**src/rtl/sfc_pkg.sv**
```systemverilog
// Shared types for the flash command sequencer.
// Assumes: erase kind codes are decoded by the external erase engine.
package sfc_pkg;

    typedef enum logic [2:0] {
        ST_IDLE,
        ST_PROG,
        ST_READ,
        ST_COLLECT,
        ST_REPLY
    } sfc_state_e;

    typedef enum logic [3:0] {
        OC_NOP,
        OC_READ,
        OC_PROG,
        OC_ERASE,
        OC_WRSR,
        OC_WREN,
        OC_WRDI,
        OC_STATUS,
        OC_ID,
        OC_BULK,
        OC_BAD
    } sfc_opclass_e;

    localparam logic [1:0] EK_4K     = 2'd0;
    localparam logic [1:0] EK_32K    = 2'd1;
    localparam logic [1:0] EK_SECTOR = 2'd2;
    localparam logic [1:0] EK_WHOLE  = 2'd3;

endpackage

```
**src/rtl/sfc_opcode_decode.sv**
```systemverilog
// Opcode classifier: maps one opcode byte to its command class, the number
// of address/dummy bytes that follow, and the erase kind.
// Assumes: MFR_ID is fixed at build time.
module sfc_opcode_decode
    import sfc_pkg::*;
#(
    parameter logic [7:0] MFR_ID = 8'h20
) (
    input  logic [7:0]   opcode,
    output sfc_opclass_e op_class,
    output logic [3:0]   need,
    output logic [1:0]   ekind
);
    localparam bit SHORT_IO = (MFR_ID == 8'hEF) || (MFR_ID == 8'h01);

    // classify the opcode
    always_comb begin
        op_class = OC_BAD;
        need     = 4'd0;
        ekind    = EK_4K;
        case (opcode)
            8'h00: op_class = OC_NOP;
            8'h03: begin op_class = OC_READ; need = 4'd3; end
            8'h0B, 8'h3B, 8'h6B: begin op_class = OC_READ; need = 4'd4; end
            8'hBB: begin op_class = OC_READ; need = SHORT_IO ? 4'd4 : 4'd5; end
            8'hEB: begin op_class = OC_READ; need = SHORT_IO ? 4'd6 : 4'd8; end
            8'h02, 8'hA2, 8'h32: begin op_class = OC_PROG; need = 4'd3; end
            8'h20: begin op_class = OC_ERASE; need = 4'd3; ekind = EK_4K; end
            8'h52: begin op_class = OC_ERASE; need = 4'd3; ekind = EK_32K; end
            8'hD8: begin op_class = OC_ERASE; need = 4'd3; ekind = EK_SECTOR; end
            8'hC7: begin op_class = OC_BULK; ekind = EK_WHOLE; end
            8'h01: begin op_class = OC_WRSR; need = 4'd1; end
            8'h06: op_class = OC_WREN;
            8'h04: op_class = OC_WRDI;
            8'h05: op_class = OC_STATUS;
            8'h9F: op_class = OC_ID;
            default: op_class = OC_BAD;
        endcase
    end
endmodule

```
**src/rtl/sfc_addr_counter.sv**
```systemverilog
// Current-address register: shifts in address bytes MSB first, keeping the
// low ADDR_BITS bits, and increments with natural wrap at the array size.
// Assumes: 9 <= ADDR_BITS <= 24; shift and increment are never both set.
module sfc_addr_counter #(
    parameter int ADDR_BITS = 16
) (
    input  logic                 clk,
    input  logic                 rst_n,
    input  logic                 shift_en,
    input  logic                 inc_en,
    input  logic [7:0]           byte_in,
    output logic [ADDR_BITS-1:0] addr
);
    // load or advance the address
    always_ff @(posedge clk) begin
        if (!rst_n)        addr <= '0;
        else if (shift_en) addr <= {addr[ADDR_BITS-9:0], byte_in};
        else if (inc_en)   addr <= addr + 1'b1;
    end
endmodule

```
**src/rtl/sfc_reply_mux.sv**
```systemverilog
// Reply buffer: selects the status byte or the identification byte at a
// given index and flags the final byte of the reply.
// Assumes: idx stays below the reply length.
module sfc_reply_mux #(
    parameter logic [7:0]  MFR_ID = 8'h20,
    parameter logic [15:0] DEV_ID = 16'hBA16,
    parameter logic [15:0] EXT_ID = 16'h0000
) (
    input  logic       is_id,
    input  logic [2:0] idx,
    input  logic       wel,
    output logic [7:0] byte_out,
    output logic       last
);
    localparam logic [2:0] ID_LEN = (EXT_ID != 16'h0000) ? 3'd5 : 3'd3;

    // pick the byte and detect the end of the reply
    always_comb begin
        if (!is_id) begin
            byte_out = {6'b0, wel, 1'b0};
            last     = 1'b1;
        end else begin
            case (idx)
                3'd0:    byte_out = MFR_ID;
                3'd1:    byte_out = DEV_ID[15:8];
                3'd2:    byte_out = DEV_ID[7:0];
                3'd3:    byte_out = EXT_ID[15:8];
                default: byte_out = EXT_ID[7:0];
            endcase
            last = (idx == ID_LEN - 3'd1);
        end
    end
endmodule

```
**src/rtl/spi_flash_cmd_seq.sv**
```systemverilog
// Byte-level command sequencer of a serial NOR flash slave. It decodes
// opcodes, collects address and dummy bytes, streams reads, issues program
// and erase requests, and returns status and identification bytes.
// Assumes: at most one byte per cycle; rd_data is valid in the cycle that
// rd_addr is presented; the erase/program engine accepts single pulses.
module spi_flash_cmd_seq
    import sfc_pkg::*;
#(
    parameter int          ADDR_BITS = 16,
    parameter logic [7:0]  MFR_ID    = 8'h20,
    parameter logic [15:0] DEV_ID    = 16'hBA16,
    parameter logic [15:0] EXT_ID    = 16'h0000
) (
    input  logic                 clk,
    input  logic                 rst_n,
    input  logic                 cs_n,
    input  logic                 rx_valid,
    input  logic [7:0]           rx_byte,
    output logic [7:0]           tx_byte,
    output logic [ADDR_BITS-1:0] rd_addr,
    input  logic [7:0]           rd_data,
    output logic                 prog_req,
    output logic [ADDR_BITS-1:0] prog_addr,
    output logic [7:0]           prog_data,
    output logic                 erase_req,
    output logic [1:0]           erase_kind,
    output logic [ADDR_BITS-1:0] erase_addr,
    output logic                 err
);
    sfc_state_e     state_q;
    sfc_opclass_e   cls_q;
    sfc_opclass_e   dec_class;
    logic [3:0]     dec_need;
    logic [1:0]     dec_kind;
    logic [3:0]     need_q;
    logic [3:0]     cnt_q;
    logic [2:0]     pos_q;
    logic           is_id_q;
    logic           wel_q;
    logic [ADDR_BITS-1:0] addr_q;
    logic [7:0]     reply_byte;
    logic           reply_last;
    logic           xfer;
    logic           shift_en;
    logic           inc_en;
    logic           collect_done;

    assign xfer         = rx_valid && !cs_n;
    assign shift_en     = xfer && (state_q == ST_COLLECT) && (cnt_q < 4'd3);
    assign inc_en       = xfer && ((state_q == ST_READ) || (state_q == ST_PROG));
    assign collect_done = (4'(cnt_q + 4'd1) == need_q);
    assign rd_addr      = addr_q;
    assign erase_addr   = addr_q;

    sfc_opcode_decode #(.MFR_ID(MFR_ID)) u_dec (
        .opcode   (rx_byte),
        .op_class (dec_class),
        .need     (dec_need),
        .ekind    (dec_kind)
    );

    sfc_addr_counter #(.ADDR_BITS(ADDR_BITS)) u_addr (
        .clk      (clk),
        .rst_n    (rst_n),
        .shift_en (shift_en),
        .inc_en   (inc_en),
        .byte_in  (rx_byte),
        .addr     (addr_q)
    );

    sfc_reply_mux #(.MFR_ID(MFR_ID), .DEV_ID(DEV_ID), .EXT_ID(EXT_ID)) u_reply (
        .is_id    (is_id_q),
        .idx      (pos_q),
        .wel      (wel_q),
        .byte_out (reply_byte),
        .last     (reply_last)
    );

    // command state machine, write-enable latch and request pulses
    always_ff @(posedge clk) begin
        prog_req  <= 1'b0;
        erase_req <= 1'b0;
        err       <= 1'b0;
        if (!rst_n) begin
            state_q    <= ST_IDLE;
            cls_q      <= OC_NOP;
            need_q     <= '0;
            cnt_q      <= '0;
            pos_q      <= '0;
            is_id_q    <= 1'b0;
            wel_q      <= 1'b0;
            tx_byte    <= 8'h00;
            prog_addr  <= '0;
            prog_data  <= 8'h00;
            erase_kind <= EK_4K;
        end else if (cs_n) begin
            state_q <= ST_IDLE;
            cnt_q   <= '0;
            pos_q   <= '0;
        end else if (rx_valid) begin
            tx_byte <= 8'h00;
            case (state_q)
                ST_IDLE: begin
                    cnt_q <= '0;
                    pos_q <= '0;
                    case (dec_class)
                        OC_READ, OC_PROG, OC_ERASE: begin
                            cls_q      <= dec_class;
                            need_q     <= dec_need;
                            erase_kind <= dec_kind;
                            state_q    <= ST_COLLECT;
                        end
                        OC_WRSR: begin
                            if (wel_q) begin
                                cls_q   <= OC_WRSR;
                                need_q  <= dec_need;
                                state_q <= ST_COLLECT;
                            end
                        end
                        OC_WREN: wel_q <= 1'b1;
                        OC_WRDI: wel_q <= 1'b0;
                        OC_STATUS, OC_ID: begin
                            is_id_q <= (dec_class == OC_ID);
                            state_q <= ST_REPLY;
                        end
                        OC_BULK: begin
                            if (wel_q) begin
                                erase_req  <= 1'b1;
                                erase_kind <= EK_WHOLE;
                            end else begin
                                err <= 1'b1;
                            end
                        end
                        OC_BAD:  err <= 1'b1;
                        default: ;
                    endcase
                end
                ST_COLLECT: begin
                    cnt_q <= cnt_q + 4'd1;
                    if (collect_done) begin
                        state_q <= ST_IDLE;
                        case (cls_q)
                            OC_READ: state_q <= ST_READ;
                            OC_PROG: state_q <= ST_PROG;
                            OC_ERASE: begin
                                if (wel_q) erase_req <= 1'b1;
                                else       err       <= 1'b1;
                            end
                            OC_WRSR: wel_q <= 1'b0;
                            default: ;
                        endcase
                    end
                end
                ST_READ: tx_byte <= rd_data;
                ST_PROG: begin
                    prog_req  <= 1'b1;
                    prog_addr <= addr_q;
                    prog_data <= rx_byte;
                end
                ST_REPLY: begin
                    tx_byte <= reply_byte;
                    pos_q   <= pos_q + 3'd1;
                    if (reply_last) state_q <= ST_IDLE;
                end
                default: state_q <= ST_IDLE;
            endcase
        end
    end
endmodule

```
**config.mk**
```make
export PLATFORM = sky130hd
export DESIGN_NAME = spi_flash_cmd_seq
export DESIGN_NICKNAME = d
export VERILOG_FILES = /design/src/rtl/sfc_pkg.sv /design/src/rtl/sfc_opcode_decode.sv /design/src/rtl/sfc_addr_counter.sv /design/src/rtl/sfc_reply_mux.sv /design/src/rtl/spi_flash_cmd_seq.sv
export SDC_FILE = /design/constraint.sdc
export NUM_CORES = 1
export LEC_CHECK = 0
export BUFFER_PORTS_ARGS = -buffer_cell sky130_fd_sc_hd__buf_2
export CAP_MARGIN = 5
export CELL_PAD_IN_SITES_DETAIL_PLACEMENT = 2
export CELL_PAD_IN_SITES_GLOBAL_PLACEMENT = 2
export CORE_ASPECT_RATIO = 1.1
export CORE_MARGIN = 10
export CORE_UTILIZATION = 29
export DETAILED_ROUTE_END_ITERATION = 8
export PLACE_DENSITY = 0.88
export RECOVER_POWER = 25
export SETUP_SLACK_MARGIN = 0.4
export SLEW_MARGIN = 10
export SYNTH_ARGS = -nofsm -noshare
export SYNTH_HDL_FRONTEND = slang
export SYNTH_HIERARCHICAL = 1
export SYNTH_SLANG_ARGS = --single-unit
```
**constraint.sdc**
```tcl
create_clock -name clk -period 2.3 [get_ports clk]
set_input_delay 0.23 -clock clk [delete_from_list [all_inputs] [get_ports clk]]
set_output_delay 0.23 -clock clk [all_outputs]
set_load 0.05 [all_outputs]
```
# After elaboration in Yosys (flattened, before gate mapping)
# Cells that the tools add are included.
dict set report op_classes {
  n_eq_ne 47
  bitwise 4
  reduce_logical 33
  n_mux 38
  magnitude_cmp 1
  add_sub_neg 3
}
# op n
set ops {}
lappend ops {{$eq 8x8->1 const B} 6}
lappend ops {{$pmux 4 s10} 1}
lappend ops {{$mux 16} 2}
lappend ops {{$eq 8x3->1 const B} 3}
lappend ops {{$eq 8x6->1 const B} 3}
lappend ops {{$pmux 4 s2} 3}
lappend ops {{$pmux 8 s3} 1}
lappend ops {{$eq 4x3->1 const B} 5}
lappend ops {{$pmux 4 s5} 1}
lappend ops {{$add 16x1->16 const B} 1}
lappend ops {{$eq 4x2->1 const B} 4}
lappend ops {{$eq 8x2->1 const B} 2}
lappend ops {{$eq 8x7->1 const B} 2}
lappend ops {{$pmux 8 s2} 1}
lappend ops {{$reduce_or 3->1} 5}
lappend ops {{$eq 4x4->1 const B} 3}
lappend ops {{$pmux 3 s4} 1}
lappend ops {{$reduce_and 6->1} 2}
lappend ops {{$mux 1} 11}
lappend ops {{$pmux 1 s2} 5}
lappend ops {{$reduce_and 5->1} 2}
lappend ops {{$reduce_bool 2->1} 5}
lappend ops {{$eq 3x2->1 const B} 3}
lappend ops {{$mux 3} 3}
lappend ops {{other kinds (33)} 51}
dict set report totals {
  out_inout_bits 69
  reg_bits 73
  wordCells 141
}

# Logic depth before layout (Yosys ltp)
dict set report depth {
  depth_word 7
  ltp_mapped 11
  ltp_nobuf 8
}

# Modules after synthesis
# The synthesis kept the hierarchy.
# module cells_per_inst instances area_each_um2 seq_area_each_um2
set modules_own_cells {}
lappend modules_own_cells {spi_flash_cmd_seq 329 1 2855.2 1141.1}
lappend modules_own_cells {sfc_addr_counter 101 1 852.1 320.3}
lappend modules_own_cells {sfc_opcode_decode 77 1 469.2 0.0}
lappend modules_own_cells {sfc_reply_mux 14 1 88.8 0.0}

# Worst setup path before layout
# No wires, ideal clock.
dict set report synth_timing {
  kind {input to register}
  start {in rx_byte[1]}
  end {reg cls_q[0]}
  setup_slack_ns -0.069
  arrival_ns 2.253
  path_buffers 3
  setup_time_ns 0.116
  cell_stages 11
  required_time_ns 2.184
  cell_sequence {buf_2 > clkbuf_1 > nand4b_1 > a31o_1 > a32oi_1 > o21ai_1 > clkbuf_1 > o21ba_2 > o211ai_4 > mux2i_1 > nor2b_1}
}
dict set report synth_between {
  elab_chain_cells 7
}
# item line_no
set synth_rtl {}
lappend synth_rtl {{from (decl)} spi_flash_cmd_seq.sv:18} ;# input logic [7:0] rx_byte,
lappend synth_rtl {{$eq 8x2->1, or another cell as far along} sfc_opcode_decode.sv:21} ;# case (opcode)
lappend synth_rtl {{$reduce_or 6->1 (no line), or another cell as far along} n/a}
lappend synth_rtl {{$pmux 4 s10 *} sfc_opcode_decode.sv:21}
lappend synth_rtl {{net dec_class[1]} spi_flash_cmd_seq.sv:32} ;# sfc_opclass_e dec_class;
lappend synth_rtl {{$eq 4x1->1 or $eq 4x2->1 (tied branches)} spi_flash_cmd_seq.sv:106} ;# case (dec_class)
lappend synth_rtl {{$reduce_or 3->1} spi_flash_cmd_seq.sv:106}
lappend synth_rtl {{$reduce_bool 2->1 (no line)} n/a}
lappend synth_rtl {{$reduce_and 5->1 (no line)} n/a}
lappend synth_rtl {{to (signal assigned)} spi_flash_cmd_seq.sv:108} ;# cls_q <= dec_class;
lappend synth_rtl {{to (decl)} spi_flash_cmd_seq.sv:31} ;# sfc_opclass_e cls_q;
# The timed path passes the listed nets; every way through them passes the cells marked *.
# A chain may end at the register's enable or synchronous reset.

# Final worst setup path
dict set report layout_timing {
  start {in rx_byte[4]}
  end {reg state_q[0]}
}
dict set report layout_between {
  elab_chain_cells 7
}
# item line_no
set layout_rtl {}
lappend layout_rtl {{$eq 8x2->1, or another cell as far along} sfc_opcode_decode.sv:21}
lappend layout_rtl {{$reduce_or 6->1 (no line), or another cell as far along} n/a}
lappend layout_rtl {{$pmux 4 s10 *} sfc_opcode_decode.sv:21}
lappend layout_rtl {{net dec_class[0]} spi_flash_cmd_seq.sv:32}
lappend layout_rtl {{$eq 4x1->1, or another cell as far along} spi_flash_cmd_seq.sv:106}
lappend layout_rtl {{$reduce_or 3->1 or $reduce_or 2->1 (tied branches)} spi_flash_cmd_seq.sv:106}
lappend layout_rtl {{$pmux 3 s3 or $ne 4x1->1 (tied branches)} n/a}
lappend layout_rtl {{$pmux 3 s4 or $reduce_and 6->1 (tied branches)} n/a}
lappend layout_rtl {{to (signal assigned)} spi_flash_cmd_seq.sv:97} ;# state_q <= ST_IDLE;
lappend layout_rtl {{to (signal assigned)} spi_flash_cmd_seq.sv:111} ;# state_q <= ST_COLLECT;
lappend layout_rtl {{to (signal assigned)} spi_flash_cmd_seq.sv:117} ;# state_q <= ST_COLLECT;
lappend layout_rtl {{to (decl)} spi_flash_cmd_seq.sv:30} ;# sfc_state_e state_q;
# Marks and branches as above.

==> out/metrics.csv <==
metric;value;unit
met1 GRT Util;23.8;%
CP Class;in -> reg;
period utilisation layout;110;%
Iteration-0 DRC Markers;462;
Final HPWL DP;12400;µm
crit path launch type;input port;
Top FF cell, synth;dfxtp_1;
Hold Crit Class;in -> reg;
clk slew on worst S/H paths;0.06;ns
layout cells sized above 1;37.0;%
vias in the first global route;5427;
max-cap violation count;0;
busiest grt layer;met2;
WP data arrival;2.77;ns
Slew @ Worst Pin;0.697;ns
initial antenna violation count;2;
CP max FO;16;
Peak VDD IR;0.350;mV
reg2reg path depth;7;
Synth area leaders;dfxtp_1 34%, nand2_1 6.6%, a21boi_0 3.9%;
first-pass GRT wire length;33900;µm
antenna viol nets, final;0;
Die Area;20000;µm²
nets;686;
via/cell ratio;5.81;
Required @ worst endpoint;2.54;ns
total global routing overflow;0;
Hold Path Stages;4;
Slew Limit Headroom;53.7;%
Fill cells;1588;
Cell Pwr Density;513;nW/µm²
final setup fails;12;
Tmin final;2.53;ns
Area Overhead vs Synth;45.1;%
DRC;0;
root buf cell;clkbuf_16;
clock skew;0.0107;ns
boundary pin count;89;
Synth top area share;34.3;%
Die H;147;µm
H-tree levels;3;
Initial Util;29.5;%
drt first pass iters;5;
hold_buf cts;0;
Final Hold Fails;0;
unrepaired setup endpoints after global routing;yes;
CORE AREA;14400;µm²
Yosys top cell by area;dfxtp_1;
max-slew violations;0;
Die W;136;µm
leak pwr;2.47;nW
worst-case clock buffer depth;2;
clock sink count;73;
Post-Syn Area;4270;µm²
failing checks;negative setup slack;
YS warnings;6;
highest clock rate;396;MHz
all-layer global routing usage;21.7;%
GR met2 Demand/Resource;38.7;%
Avg Cell Area, Syn;8.19;µm²
sequential-to-total area share from yosys stat;34.3;%
#FFs+latches synth;73;
met3 Usage GRT;5.12;%
count of cell types in the netlist;69;
CTS tree;yes;
gp weighted congestion;0.848;
# rows;46;
cts bufs inserted;9;
crit path capture type;register;
worst skew pair latency;0.35;ns
Syn Inst Count;521;
largest net degree at the start of global routing;46;
via count;5005;
Min Hold Slack;0.284;ns
number of enable flip-flop cells after synthesis;0;
total power;3.18;mW
status;complete, but fails checks;
PnR worst setup slack;-0.225;ns
Synth async-reset ratio;0;%
final wirelength;24600;µm
port buffer count;88;
drt wl/cell;28.5;µm
[area by class of cell]
cell class	instances	area, µm²	share of cell area (%)
inverter	11	45.0	0.728
clock buffer	10	229	3.70
timing repair buffer	185	1240	20.1
timing repair inverter	1	7.51	0.121
sequential	73	1480	23.9
tap	192	240	3.88
multi-input combinational	382	2870	46.4
antenna	2	5.00	0.0809
clock inverter	6	67.6	1.09
[placed cells by master, fill, tap and decap left out, types with 4 or more instances in the layout]
cell	instances
dfxtp_2	5
nor2b_1	23
buf_2	51
o211a_1	5
buf_6	15
o21ai_2	6
inv_1	9
and2_1	4
a22oi_1	10
o21ai_1	9
nand2_1	72
buf_8	4
a21boi_0	22
a31oi_1	5
nand3b_1	8
a22o_1	8
nor3b_1	6
nand3_1	10
clkinvlp_4	4
nand2b_1	6
nor3_1	8
or4_4	4
clkbuf_16	10
a21oi_1	15
mux2i_1	9
dfxtp_1	65
o21ai_0	9
xor2_1	9
xnor2_1	11
nand4b_1	4
nand4_1	6
buf_4	82
nor2_1	14
clkbuf_1	33
[stage by stage]
step | setup slack (ns) | std cells | setup TNS [ns] | area [µm²] | utilization (%)
detailed placement | -0.377 | 804 | -5.03 | 5150 | 35.7
global route | -0.264 | 862 | -1.46 | 6190 | 42.8
global placement | -0.222 | 804 | -2.26 | 5150 | 35.7
floorplan | 0.0151 | 522 | 0 | 4380 | -
CTS | 0.0778 | 845 | 0 | 5890 | 40.8
finish | -0.225 | 862 | -1.04 | 6190 | 42.8
[Yosys cell counts (8+ instances only)]
library cell	number
a21boi_0	22
nand3_1	13
a22oi_1	10
buf_2	12
nor3_1	13
buf_4	21
dfxtp_1	73
clkbuf_1	21
inv_1	11
nand2_1	75
xnor2_1	12
nand3b_1	8
nand2b_1	8
mux2i_1	9
a21oi_1	17
o21ai_0	23
xor2_1	9
a22o_1	8
nor2_1	18
nor2b_1	24
[layer usage]
layer,share of wire (%),up-vias
met3,5.2,75
met2,51,229
met5,0,-
met4,4.5,0
li1,-,2136
met1,39,2565
[final timing paths]
kind                 start             end  slack [ns]
min             rd_data[5]      tx_byte[5]        0.28
min reg2reg  prog_addr[11]   prog_addr[11]        0.47
max             rx_byte[4]      state_q[0]       -0.23
max reg2reg     state_q[2]  u_addr/addr[6]        0.12
[cells by family (layout without fill, tap and decap cells)]
group           count (synthesis)  after routing  share of synthesized area (%)
fa+ha+maj                       3              3                          0.880
flops                          73             73                           34.3
other cells                     1              4                         0.0879
compound gates                131            131                           22.1
mux                             9              9                           2.11
xor+xnor                       22             22                           4.84
buf+inv                        67            213                           8.10
simple gates                  215            215                           27.6
[flip-flops by register name (all words and copies together) (netlist names), 2 cells and up]
name	flops
prog_addr	16
u_addr/addr	16
prog_data	8
tx_byte	8
cls_q	4
cnt_q	4
need_q	4
pos_q	3
state_q	3
erase_kind	2
[worst max-delay path, cell delays in order]
cell and delay [ns]:
buf_6 0.08, buf_4 0.25, nor2_4 0.09, and3_1 0.22
o21ai_1 0.22, nand4_1 0.28, buf_4 0.23, or4b_4 0.54
o311ai_1 0.13, o211ai_1 0.19, a32oi_1 0.30
[report_power, final]
part | internal [mW] | switching (mW) | total, mW
clock network | 0.847 | 0.658 | 1.51
logic | 0.158 | 0.240 | 0.398
registers | 1.27 | 0.00720 | 1.27
[timing repair]
item / CTS / global route
pin swaps: 28 / 27
cloned: 2 / 0
setup endpoints to repair: 36 / 37
resized for setup: 62 / 49
buffers inserted: 23 / 15
Note: power is estimated with default switching activity, not from simulation.
